<file path="src/rtl/stg_pkg.sv">
package stg_pkg;
  localparam int DATA_W  = 16;
  localparam int BYTE_W  = 8;
  localparam int N_BYTES = DATA_W / BYTE_W;
  localparam int PHASES  = 8;
  localparam int PHASE_W = $clog2(PHASES);
  localparam int ADDR_W  = 4;
  localparam int DEPTH   = 1 << ADDR_W;
  localparam int WORD_W  = DATA_W + N_BYTES;

  localparam logic [PHASE_W-1:0] PH_FETCH = PHASE_W'(1);
  localparam logic [PHASE_W-1:0] PH_ENTRY = PHASE_W'(5);
  localparam logic [PHASE_W-1:0] PH_CHECK = PHASE_W'(6);
  localparam logic [PHASE_W-1:0] PH_LAST  = PHASE_W'(PHASES - 1);

  typedef enum logic [1:0] {
    CMD_MEM   = 2'd0,
    CMD_SENSE = 2'd1,
    CMD_READ  = 2'd2,
    CMD_RSVD  = 2'd3
  } cmd_e;

  typedef struct packed {
    logic [N_BYTES-1:0] par;
    logic [DATA_W-1:0]  data;
  } word_t;

  function automatic logic [N_BYTES-1:0] gen_par(input logic [DATA_W-1:0] d);
    logic [N_BYTES-1:0] p;
    for (int b = 0; b < N_BYTES; b++) p[b] = ~^d[b*BYTE_W +: BYTE_W];
    return p;
  endfunction

  function automatic logic par_bad(input word_t w);
    logic bad;
    bad = 1'b0;
    for (int b = 0; b < N_BYTES; b++)
      if (^{w.par[b], w.data[b*BYTE_W +: BYTE_W]} == 1'b0) bad = 1'b1;
    return bad;
  endfunction
endpackage

</file>
<file path="src/rtl/stg_phase_ctr.sv">
module stg_phase_ctr
  import stg_pkg::*;
(
  input  logic               clk_i,
  input  logic               rst_ni,
  input  logic               run_i,
  input  logic               start_i,
  input  logic [1:0]         cmd_i,
  input  logic [ADDR_W-1:0]  addr_i,
  output logic               busy_o,
  output logic [PHASE_W-1:0] phase_o,
  output cmd_e               cmd_o,
  output logic [ADDR_W-1:0]  addr_o,
  output logic               stg_use_o
);
  logic start_ok;
  assign start_ok = start_i && run_i && !busy_o;

  always_ff @(posedge clk_i or negedge rst_ni) begin
    if (!rst_ni) begin
      busy_o    <= 1'b0;
      phase_o   <= '0;
      cmd_o     <= CMD_MEM;
      addr_o    <= '0;
      stg_use_o <= 1'b0;
    end else if (busy_o) begin
      phase_o <= phase_o + PHASE_W'(1);
      if (phase_o == PH_LAST) busy_o <= 1'b0;
    end else if (start_ok) begin
      busy_o    <= 1'b1;
      phase_o   <= '0;
      cmd_o     <= cmd_e'(cmd_i);
      addr_o    <= addr_i;
      stg_use_o <= (cmd_e'(cmd_i) != CMD_SENSE);
    end else begin
      stg_use_o <= run_i;
    end
  end

  AST_PHASE_STEP: assert property (@(posedge clk_i) disable iff (!rst_ni)
    busy_o && phase_o != PH_LAST |=> busy_o && phase_o == $past(phase_o) + PHASE_W'(1));
  AST_CYCLE_END: assert property (@(posedge clk_i) disable iff (!rst_ni)
    busy_o && phase_o == PH_LAST |=> !busy_o && phase_o == '0);
  AST_NO_START_STOPPED: assert property (@(posedge clk_i) disable iff (!rst_ni)
    !busy_o && !run_i |=> !busy_o && !stg_use_o);
  AST_USE_HELD: assert property (@(posedge clk_i) disable iff (!rst_ni)
    busy_o && $past(busy_o) |-> $stable(stg_use_o));
endmodule

</file>
<file path="src/rtl/stg_entry_strobe.sv">
module stg_entry_strobe
  import stg_pkg::*;
(
  input  logic               clk_i,
  input  logic               rst_ni,
  input  logic               busy_i,
  input  logic [PHASE_W-1:0] phase_i,
  input  cmd_e               cmd_i,
  input  logic               stg_use_i,
  output logic               strobe_o
);
  localparam int N_TERMS = 2;
  logic [N_TERMS-1:0] term;
  logic entry_n, entry_n_q;

  // independent case terms, OR-combined into active-low entry sample
  assign term[0] = busy_i && phase_i == PH_FETCH && !stg_use_i;
  assign term[1] = busy_i && phase_i == PH_ENTRY && cmd_i == CMD_READ;
  assign entry_n = ~|term;

  always_ff @(posedge clk_i or negedge rst_ni) begin
    if (!rst_ni) entry_n_q <= 1'b1;
    else         entry_n_q <= entry_n;
  end

  assign strobe_o = entry_n_q && !entry_n;

  AST_STROBE_SINGLE: assert property (@(posedge clk_i) disable iff (!rst_ni)
    strobe_o |=> !strobe_o);
  AST_STROBE_PHASE: assert property (@(posedge clk_i) disable iff (!rst_ni)
    strobe_o |-> busy_i && (phase_i == PH_FETCH || phase_i == PH_ENTRY));
endmodule

</file>
<file path="src/rtl/stg_mem.sv">
module stg_mem
  import stg_pkg::*;
(
  input  logic              clk_i,
  input  logic              rst_ni,
  input  logic              wr_en_i,
  input  logic [ADDR_W-1:0] addr_i,
  input  word_t             wr_word_i,
  output word_t             rd_word_o,
  input  logic              stg_use_i
);
  word_t mem_q [DEPTH];

  always_ff @(posedge clk_i or negedge rst_ni) begin
    if (!rst_ni) begin
      for (int i = 0; i < DEPTH; i++) mem_q[i] <= '0;
    end else if (wr_en_i) begin
      mem_q[addr_i] <= wr_word_i;
    end
  end

  assign rd_word_o = mem_q[addr_i];

  AST_WRITE_NEEDS_USE: assert property (@(posedge clk_i) disable iff (!rst_ni)
    wr_en_i |-> stg_use_i);
endmodule

</file>
<file path="src/rtl/stg_sbr.sv">
module stg_sbr
  import stg_pkg::*;
(
  input  logic              clk_i,
  input  logic              rst_ni,
  input  logic              mem_ld_i,
  input  word_t             mem_word_i,
  input  logic              bus_ld_i,
  input  logic [DATA_W-1:0] bus_i,
  input  logic              chk_i,
  output word_t             sbr_o,
  output logic              perr_o
);
  word_t bus_word;
  assign bus_word.data = bus_i;
  assign bus_word.par  = gen_par(bus_i);

  always_ff @(posedge clk_i or negedge rst_ni) begin
    if (!rst_ni) begin
      sbr_o  <= '0;
      perr_o <= 1'b0;
    end else begin
      if (bus_ld_i)      sbr_o <= bus_word;
      else if (mem_ld_i) sbr_o <= mem_word_i;
      if (chk_i && par_bad(sbr_o)) perr_o <= 1'b1;
    end
  end

  AST_PERR_STICKY: assert property (@(posedge clk_i) disable iff (!rst_ni)
    perr_o |=> perr_o);
  AST_LOAD_EXCLUSIVE: assert property (@(posedge clk_i) disable iff (!rst_ni)
    !(bus_ld_i && mem_ld_i));
  AST_BUS_LOAD: assert property (@(posedge clk_i) disable iff (!rst_ni)
    bus_ld_i |=> sbr_o.data == $past(bus_i) && !par_bad(sbr_o));
endmodule

</file>
<file path="src/rtl/stg_cycle_seq.sv">
module stg_cycle_seq
  import stg_pkg::*;
(
  input  logic               clk_i,
  input  logic               rst_ni,
  input  logic               run_i,
  input  logic               start_i,
  input  logic [1:0]         cmd_i,
  input  logic [ADDR_W-1:0]  addr_i,
  input  logic [DATA_W-1:0]  io_bus_i,
  output logic [DATA_W-1:0]  mem_data_o,
  output logic [PHASE_W-1:0] phase_o,
  output logic               cycle_done_o,
  output logic               nsu_o,
  output logic               parity_error_o
);
  logic              busy, stg_use, strobe;
  logic              mem_ld, mem_wr, chk;
  cmd_e              cmd_q;
  logic [ADDR_W-1:0] addr_q;
  word_t             sbr, rd_word;

  stg_phase_ctr u_ctr (
    .clk_i, .rst_ni, .run_i, .start_i, .cmd_i, .addr_i,
    .busy_o(busy), .phase_o, .cmd_o(cmd_q), .addr_o(addr_q), .stg_use_o(stg_use)
  );

  stg_entry_strobe u_strobe (
    .clk_i, .rst_ni, .busy_i(busy), .phase_i(phase_o), .cmd_i(cmd_q),
    .stg_use_i(stg_use), .strobe_o(strobe)
  );

  assign mem_ld = busy && stg_use && phase_o == PH_FETCH;
  assign mem_wr = busy && stg_use && phase_o == PH_LAST;
  assign chk    = busy && phase_o == PH_CHECK;

  stg_mem u_mem (
    .clk_i, .rst_ni, .wr_en_i(mem_wr), .addr_i(addr_q), .wr_word_i(sbr),
    .rd_word_o(rd_word), .stg_use_i(stg_use)
  );

  stg_sbr u_sbr (
    .clk_i, .rst_ni, .mem_ld_i(mem_ld), .mem_word_i(rd_word),
    .bus_ld_i(strobe), .bus_i(io_bus_i), .chk_i(chk),
    .sbr_o(sbr), .perr_o(parity_error_o)
  );

  assign mem_data_o   = sbr.data;
  assign cycle_done_o = busy && phase_o == PH_LAST;
  assign nsu_o        = !stg_use;

  AST_DONE_ENDS: assert property (@(posedge clk_i) disable iff (!rst_ni)
    cycle_done_o |=> !cycle_done_o && phase_o == '0);
  AST_SENSE_NO_MEM: assert property (@(posedge clk_i) disable iff (!rst_ni)
    busy && nsu_o |-> !mem_ld && !mem_wr);
  AST_REGEN_KEEPS: assert property (@(posedge clk_i) disable iff (!rst_ni)
    busy && phase_o == PH_LAST && cmd_q != CMD_READ && stg_use |=> $stable(mem_data_o));
endmodule

</file>
<file path="config.mk">
export PLATFORM = sky130hd
export DESIGN_NAME = stg_cycle_seq
export DESIGN_NICKNAME = d
export VERILOG_FILES = /design/src/rtl/stg_pkg.sv /design/src/rtl/stg_phase_ctr.sv /design/src/rtl/stg_entry_strobe.sv /design/src/rtl/stg_mem.sv /design/src/rtl/stg_sbr.sv /design/src/rtl/stg_cycle_seq.sv
export SDC_FILE = /design/constraint.sdc
export NUM_CORES = 1
export LEC_CHECK = 0
export ABC_CLOCK_PERIOD_IN_PS = 3070
export BUFFER_PORTS_ARGS = -buffer_cell sky130_fd_sc_hd__buf_2
export CELL_PAD_IN_SITES_DETAIL_PLACEMENT = 1
export CELL_PAD_IN_SITES_GLOBAL_PLACEMENT = 2
export CORE_UTILIZATION = 30
export DETAILED_ROUTE_END_ITERATION = 6
export PLACE_DENSITY_LB_ADDON = 0.2
export SYNTH_ARGS = -nofsm -noshare
export SYNTH_HDL_FRONTEND = slang
export SYNTH_SLANG_ARGS = --single-unit
</file>
<file path="constraint.sdc">
create_clock -name clk_i -period 3.07 [get_ports clk_i]
set_clock_uncertainty 0.15 [all_clocks]
set_input_delay 0.307 -clock clk_i [delete_from_list [all_inputs] [get_ports clk_i]]
set_output_delay 0.307 -clock clk_i [all_outputs]
set_load 0.1 [all_outputs]
</file>
Word-level counts from Yosys, hierarchy flattened
Index checks and enable logic that the tools add are counted.

Bits in writable memories: 0. Bits in latches: 0. Word-level logic and storage cells: 93. Memories kept: 0. Input bits: 26. Bits in read-only memories: 0. Flip-flop bits (word level): 319. Output and inout port bits: 22.

Eq/ne operators: 6. Multiplexer cells: 16. Order comparisons: 2. $mul: 0. Bitwise operators: 2. Add/sub/neg operators: 1. Reductions and logical operators: 25. Shift-type cells: 0. Divide/modulo/power cells: 0.

Operators by type and width (number): 288-bit bitwise mux (1); 18-bit 2-to-1 mux (5); 18-bit binary-select mux with 4-bit select (1); 18-bit demux with 4-bit select (1); 9-bit XOR reduction (2); 8-bit XNOR reduction (2); 1-bit logical AND (14); 3-bit equality test (second input constant) (3); 1-bit 2-to-1 mux (6); 3-bit 2-to-1 mux (2); 5-bit greater-or-equal comparator (second input constant) (1); 5-bit by 1-bit < comparator with 1-bit output (second input constant) (1); 4-bit inverter with 5-bit output (1); 2-bit nonzero test (2); 3-bit by 1-bit adder with 3-bit output (second input constant) (1); 3-bit by 1-bit equality test with 1-bit output (second input constant) (1); 1-bit zero test (3); 2-bit equality test (second input constant) (1); 2-bit by 1-bit != test with 1-bit output (second input constant) (1); 2-bit AND reduction (1); 2-bit OR reduction (1); 1-bit inverter (1).

Longest topological paths before layout
Gate-level depths: netlist (run 1).

Word-level depth: 6. Mapped depth: 9. Gate-level depth less buffers: 7.

Hierarchy
From an unflattened synthesis (run 1), not the netlist that was laid out.

Cell total of the unflattened synthesis: 952. Area total of the unflattened synthesis: 14744.1 um^2.

By module, submodules not included: stg_mem (area an instance 13001.2 um^2, seq. area each 7206.9 um^2, cells an instance 794, times used 1); stg_sbr (area an instance 1152.4 um^2, seq. area each 475.5 um^2, cells an instance 111, times used 1); stg_phase_ctr (area an instance 473.0 um^2, seq. area each 275.3 um^2, cells an instance 32, times used 1); stg_entry_strobe (area an instance 68.8 um^2, seq. area each 26.3 um^2, cells an instance 7, times used 1); stg_cycle_seq (area an instance 48.8 um^2, seq. area each 0.0 um^2, cells an instance 8, times used 1).

Worst setup path after synthesis (run 1)
Ideal clock, no wire load.

Kind: register to register. Start: register u_ctr.phase_o[0]. End: register u_mem.mem_q[277] (netlist name). Stages on the path, launching flop included: 9. Setup slack: 20 ps. Required time: 2792 ps. Path buffers: 2. Arrival: 2772 ps. Period minus slack after synthesis: 3050 ps. Cells stage by stage: dfrtp_1 > ha_1 > ha_1 > nand3_2 > or3_1 > buf_4 > nor3_4 > buf_6 > mux2_1.

Longest elaborated chain between the ends: 2.

Ends and longest elaborated chain: start: declaration (RTL line stg_phase_ctr.sv:11) `output logic [PHASE_W-1:0] phase_o,`; start signal: assignment (RTL line stg_phase_ctr.sv:27) `phase_o <= phase_o + PHASE_W'(1);`; 3-bit equality test (RTL line stg_cycle_seq.sv:34) `assign mem_wr = busy && stg_use && phase_o == PH_LAST;`; 1-bit logical AND (RTL line stg_cycle_seq.sv:34); end signal: indexed assignment (RTL line stg_mem.sv:18) `mem_q[addr_i] <= wr_word_i;`; end: declaration (RTL line stg_mem.sv:12) `word_t mem_q [DEPTH];`.

Every way passes these cells. A chain may end at the register's enable or synchronous reset.

Final worst setup path (run 1)
Start: register u_ctr.phase_o[0]. End: register u_mem.mem_q[273] (netlist name).

The elaborated chain is that of the path after synthesis.

==> results of run 1 <==
kinds of logic after synthesis:
| group | Yosys count | synth area share, % |
|---|---|---|
| buf+inv | 116 | 3.882 |
| flops | 319 | 54.08 |
| simple gates | 70 | 2.534 |
| xor+xnor | 28 | 1.848 |
| compound gates | 103 | 4.229 |
| mux | 362 | 33.09 |
| fa+ha+maj | 4 | 0.3390 |
worst max-delay path, stage by stage, from the launching register on:
cell     delay [ns]
dfrtp_1        0.43
ha_1           0.19
ha_1           0.19
nand3_2        0.13
or3_1          0.51
nor3_4         0.31
buf_12         0.20
mux2_2         0.34
power groups by stage:
stage / sequential, uW / clock, uW / combinational, uW
floorplan: 5630 / 0 / 4600
global placement: 5990 / 0 / 6180
detailed placement: 6010 / 0 / 6240
CTS: 5940 / 4730 / 6280
global route: 6060 / 4880 / 6640
finish: 5920 / 4570 / 6160
through the flow:
step	power (uW)	area, um2	hold WS (ns)	std cells	setup WS, ns
floorplan	10230	14760	-0.1386	1002	0.02036
global placement	12170	15960	0.04607	1660	0.5414
global route	17590	17480	0.06355	1756	0.3114
detailed placement	12250	15960	0.04760	1660	0.4809
CTS	16960	17480	0.03773	1756	0.4378
finish	16650	17480	0.06966	1756	0.4758
placed cells by master, fill, tap and decap left out, drive strengths merged, types with 2 or more instances in the layout:
cell type,n
nor2b,5
nand3,5
mux4,72
clkbuf,55
xnor2,22
mux2i,2
nor3,2
dfrtp,318
a22o,2
o22ai,2
nand3b,2
and2,2
nand2b,3
bufinv,2
buf,110
nand2,21
inv,11
mux2,288
a21oi,48
ha,4
a41o,2
clkinv,9
dlygate4sd3,26
nor2,26
o21ai,15
a22oi,32
xnor3,2
xor2,4
cell type report:
type	count	area share, %
Clock buffer	55	6.441
Clock inverter	15	0.7944
Inverter	8	0.1718
Multi-Input combinational cell	567	35.59
Sequential cell	319	45.71
Tap cell	656	4.695
Timing Repair Buffer	136	6.599
sequential cells by signal (all words and copies together), names as in the netlist:
| register | cells |
|---|---|
| u_ctr.phase_o | 3 |
| u_sbr.sbr_o | 18 |
| u_ctr.cmd_o | 2 |
| u_strobe.entry_n_q | 1 |
| u_mem.mem_q | 288 |
| u_ctr.addr_o | 4 |
| u_ctr.busy_o | 1 |
| u_sbr.perr_o | 1 |
| u_ctr.stg_use_o | 1 |
how the worst max path moves through the flow:
stage	slack, ns	endpoint	cells past startpoint
after detailed placement	0.48	u_mem.mem_q[270]	7
final	0.48	u_mem.mem_q[273]	7
after global routing	0.31	u_mem.mem_q[155]	7
after CTS	0.44	u_mem.mem_q[273]	7
after floorplan	0.02	u_mem.mem_q[277]	8
after global placement	0.54	u_mem.mem_q[157]	7
per-layer routing:
metal	global-route usage (%)	wire length, um
met3	2.400	932
met1	23.87	19100
met2	28.79	20370
met4	5.038	772
met5	0	13
==> metrics.yaml, run 1 <==
crit_path_start: "u_ctr.phase_o[0]"
critPathKind: "reg2reg"
async_flop_share_pct: 100.0
outcome: "completed"
antenna_found_initial: 1
clk_pin_slew_worst_paths_ns: 0.06
reg2regPathDepth: 7
syn_area_per_cell_um2: 14.73
syn_to_final_growth_pct: 18.42
ys_seq_area_share_pct: 54.08
cp.required_ns: 3.35
grt_setup_unrepaired: "false"
die-area_um2: 50100
hpwl_um: 25700
worst_pin_slew_ns: 0.6751
slew_viol_final: 0
drt_pass1_iterations: 6
gp_congestion: 0.7133
cts_root_buffer: "clkbuf_16"
io_buffers: 47
antenna_cells: 0
die_y_um: 223.8
ir_drop_mv: 0.3661
synth_area_um2: 14760
rows: 80
p_int_uw: 10230
switchingPower_uw: 6413
dieWidth_um: 223.8
maxCapViolCount: 0
grt_pass1_wl_um: 64670
fin_util_pct: 36.31
fp.coreArea_um2: 48150
crit_fanout: 15
start_kind: "register"
syn_inst: 1002
ys_top_cells_by_area: "dfrtp_1 54%, mux2_2 21%, mux4_2 11%"
yosys.cell_types.count: 41
clk_latency_ns: 0.55
routedWlPerCell_um: 23.46
synth_ff_type: "dfrtp_1"
fin_crit_ns: 2.594
r2r-start: "u_ctr.phase_o[0]"
cts_buffer_depth: 3
multi_input_area_um2: 6221
grt_max_degree: 103
hold_viol: 0
yosys_warnings: 0
routed_via_density: 4.890
drt-total-wl_um: 41190
grtUsageTotal_pct: 17.43
fill_cells: 4916
p_leak_uw: 0.008044
cts_tree: "yes"
timing.fmax_mhz: 385.5
tns_ns: 0
drc_errors: 0
fin_crit_sh_pct: 84.50
synth_edf_count: 0
vias: 8586
cts_buffers: 39
worstHoldPathType: "in2async"
ant_nets: 0
synth_most_common_cell: "dfrtp_1"
worstSetupEndpointType: "register"
power_frac_comb_pct: 37.0
ys_top_cells_by_count: "318 x dfrtp_1, 278 x mux2_2, 72 x mux4_2"
power_density_nw_per_um2: 952.1
syn_nets: 1032
switching_share_pct: 38.53
r2r_end: "u_mem.mem_q[273]"
cts_resized: 0
power_frac_clock_pct: 27.4
cts_max_level: 2
p_seq_share_pct: 35.6
synth_seq_cells: 319
postCtsHoldBufs: 26
synth.largest_area_cell: "dfrtp_1"
grt_pass1_vias: 9566
layout-drive-gt1-share_pct: 49.09
cts_sinks: 319
grt_overflow: 0
max_slew_margin_pct: 54.89
r2r_setup_slack_ns: 0.48
worstPathArrival_ns: 2.88
synth.top_cell.area_share_pct: 53.90
drt_iter0_markers: 526
final_nets: 1101
regArea_um2: 7991
start_util_pct: 30.66
setup_viol: 0
cts_setup_buffers: 0
pin_count: 48
(Power assumes the default switching activity.)
==> run 2: changes to the inputs <==
--- a/config.mk
+++ b/config.mk
@@ -5,7 +5,7 @@
 export SDC_FILE = /design/constraint.sdc
 export NUM_CORES = 1
 export LEC_CHECK = 0
-export ABC_CLOCK_PERIOD_IN_PS = 3070
+export ABC_CLOCK_PERIOD_IN_PS = 2300
 export BUFFER_PORTS_ARGS = -buffer_cell sky130_fd_sc_hd__buf_2
 export CELL_PAD_IN_SITES_DETAIL_PLACEMENT = 1
 export CELL_PAD_IN_SITES_GLOBAL_PLACEMENT = 2
==> constraint.sdc (replaced) <==
create_clock -name clk_i -period 2.3 [get_ports clk_i]
set_clock_uncertainty 0.15 [all_clocks]
set_input_delay 0.23 -clock clk_i [delete_from_list [all_inputs] [get_ports clk_i]]
set_output_delay 0.23 -clock clk_i [all_outputs]
set_load 0.1 [all_outputs]
==> run 2 against run 1 <==
  * Flip-flop and latch count stayed put
  * Critical path depth is 1 higher
  * Cell count is 2.6% higher
  * Hold slack better by 0.080 ns
  * Routed wire length is 0.76% higher
==> metrics.yaml, run 2 (synthesis results as in run 1) <==
outcome: "completed"  # unchanged
switching_share_pct: 37.54  # was 38.53%
grt_pass1_wl_um: 65440  # was 64,670 um
routed_via_density: 4.888  # was 4.890
layout-drive-gt1-share_pct: 52.36  # was 49.09%
largestRegisters: "u_mem.mem_q: 288 flops, u_sbr.sbr_o: 18 flops, u_ctr.addr_o: 4 flops"  # unchanged
fin_crit_sh_pct: 97.23  # was 84.50%
whs_ns: 0.1493  # was 0.06966 ns
fp.coreArea_um2: 48150  # unchanged
drt_iter0_markers: 469  # was 526
grt_overflow: 0  # unchanged
p_int_uw: 14460  # was 10,230 uW
timing.final.ws_setup_ns: 0.06375  # was 0.4758 ns
clk_latency_ns: 0.55  # about the same
maxCapViolCount: 0  # unchanged
syn_to_final_growth_pct: 24.04  # was 18.42%
hpwl_um: 26560  # was 25,700 um
ant_nets: 0  # unchanged
final_nets: 1147  # was 1,101
antenna_cells: 0  # unchanged
power_frac_clock_pct: 26.3  # was 27.4%
rows: 80  # unchanged
timing.fmax_mhz: 447.2  # was 385.5 MHz
r2r_setup_slack_ns: 0.06  # was 0.48 ns
dpl_cell_area_um2: 16600  # was 15,960 um2
reg2regPathDepth: 8  # was 7
fin_area_um2: 18310  # was 17,480 um2
grt_pass1_vias: 9819  # was 9,566
fin_crit_ns: 2.236  # was 2.594 ns
cts_sinks: 319  # unchanged
cts_max_level: 2  # unchanged
ir_drop_mv: 0.5078  # was 0.3661 mV
start_util_pct: 30.66  # unchanged
gp_congestion: 0.7219  # was 0.7133
largest_reg_flops: 288  # unchanged
worstSetupEndpointType: "register"  # unchanged
vias: 8808  # was 8,586
switchingPower_uw: 8693  # was 6413 uW
grtUsageTotal_pct: 17.62  # was 17.43%
setup_viol: 0  # unchanged
start_kind: "register"  # unchanged
r2r-start: "u_ctr.phase_o[0]"  # unchanged
crit_fanout: 13  # was 15
clk_pin_slew_worst_paths_ns: 0.06  # about the same
drt_pass1_iterations: 4  # was 6
worstPathArrival_ns: 2.51  # was 2.88 ns
p_leak_uw: 0.008454  # was 0.008044 uW
io_buffers: 47  # unchanged
worstHoldPathType: "in2async"  # unchanged
final_cell_mix: "313 x dfrtp_1, 259 x mux2_2, 72 x mux4_2"  # was 316 x dfrtp_1, 278 x mux2_2, 72 x mux4_2
antenna_found_initial: 0  # was 1
cts_tree: "yes"  # unchanged
dieWidth_um: 223.8  # unchanged
place_ws_ns: 0.008638  # was 0.4809 ns
regMostFlops: "u_mem.mem_q"  # unchanged
r2r_end: "u_mem.mem_q[230]"  # was u_mem.mem_q[273]
power_frac_comb_pct: 40.9  # was 37.0%
worst_pin_slew_ns: 0.5639  # was 0.6751 ns
drc_errors: 0  # unchanged
mostFrequentLayoutCell: "dfrtp_1"  # unchanged
hold_viol: 0  # unchanged
grt_max_degree: 74  # was 103
slew_viol_final: 0  # unchanged
cts_buffers: 38  # was 39
critPathKind: "reg2reg"  # unchanged
power_density_nw_per_um2: 1264  # was 952.1 nW/um2
die_y_um: 223.8  # unchanged
cts_root_buffer: "clkbuf_16"  # unchanged
cp.required_ns: 2.57  # was 3.35 ns
pin_count: 48  # unchanged
max_slew_margin_pct: 62.31  # was 54.89%
cts_buffer_depth: 3  # unchanged
drt-total-wl_um: 41500  # was 41,190 um
p_seq_share_pct: 32.8  # was 35.6%
routedWlPerCell_um: 23.03  # was 23.46 um
die-area_um2: 50100  # unchanged
## run 2: layer usage
layer  GRT usage (%)  share of wire [%]
met3           2.308                2.6
met1           24.01                 46
met5               0                  0
met4           6.584                3.0
met2           28.64                 49
## run 2: cell type report
class,count,area [um2]
Fill cell,4896,29830
Sequential cell,319,8003
Multi-Input combinational cell,567,6395
Timing Repair Buffer,183,1795
Clock buffer,56,1120
Tap cell,656,820.8
Clock inverter,13,148.9
Inverter,8,30.03
## run 2: worst max-delay path, cell delays in order (launching register included)
cell and delay [ns]:
dfrtp_4 0.42, ha_4 0.14, ha_4 0.14, nand3_4 0.10
or3_4 0.37, buf_6 0.15, nor2_4 0.13, buf_12 0.17
mux2_2 0.34
## run 2: metrics by stage
| stage | power (uW) | util (%) | TNS [ns] | instances |
|---|---|---|---|---|
| 2_1_floorplan | 13780 | - | -15.58 | 1002 |
| 3_3_place_gp | 16940 | 34.47 | 0 | 1693 |
| 3_5_place_dp | 17020 | 34.47 | 0 | 1693 |
| 4_1_cts | 23340 | 37.70 | 0 | 1789 |
| 5_1_grt | 24460 | 38.04 | -0.003682 | 1802 |
| 6_report | 23150 | 38.04 | 0 | 1802 |
## run 2: timing repair
item                                    in CTS  in global routing
buffers inserted                             0                 13
hold endpoints to repair                   344                  0
resized for setup                            1                 15
endpoints found under the setup margin       4                106
gates cloned                                 0                  0
hold buffers                                27                  0
## run 2: power by group through the flow
stage               clock network [uW]  registers [uW]  logic [uW]
finish                            6090            7600        9470
global route                      6520            7760       10200
CTS                               6330            7600        9410
detailed placement                   0            7690        9330
global placement                     0            7660        9280
floorplan                            0            7550        6230
## run 2: worst max-delay path by stage
| stage | startpoint | end | slack (ns) | cells past startpoint |
|---|---|---|---|---|
| finish | u_ctr.phase_o[0] | u_mem.mem_q[230] | 0.06 | 8 |
| global route | u_ctr.addr_o[0] | u_sbr.sbr_o[10] | -0.002 | 7 |
| CTS | u_ctr.addr_o[0] | u_sbr.sbr_o[10] | 0.01 | 6 |
| detailed placement | u_ctr.phase_o[0] | u_mem.mem_q[218] | 0.009 | 8 |
| global placement | u_ctr.phase_o[0] | u_mem.mem_q[216] | 0.03 | 8 |
| floorplan | u_ctr.phase_o[0] | u_mem.mem_q[277] | -0.26 | 8 |
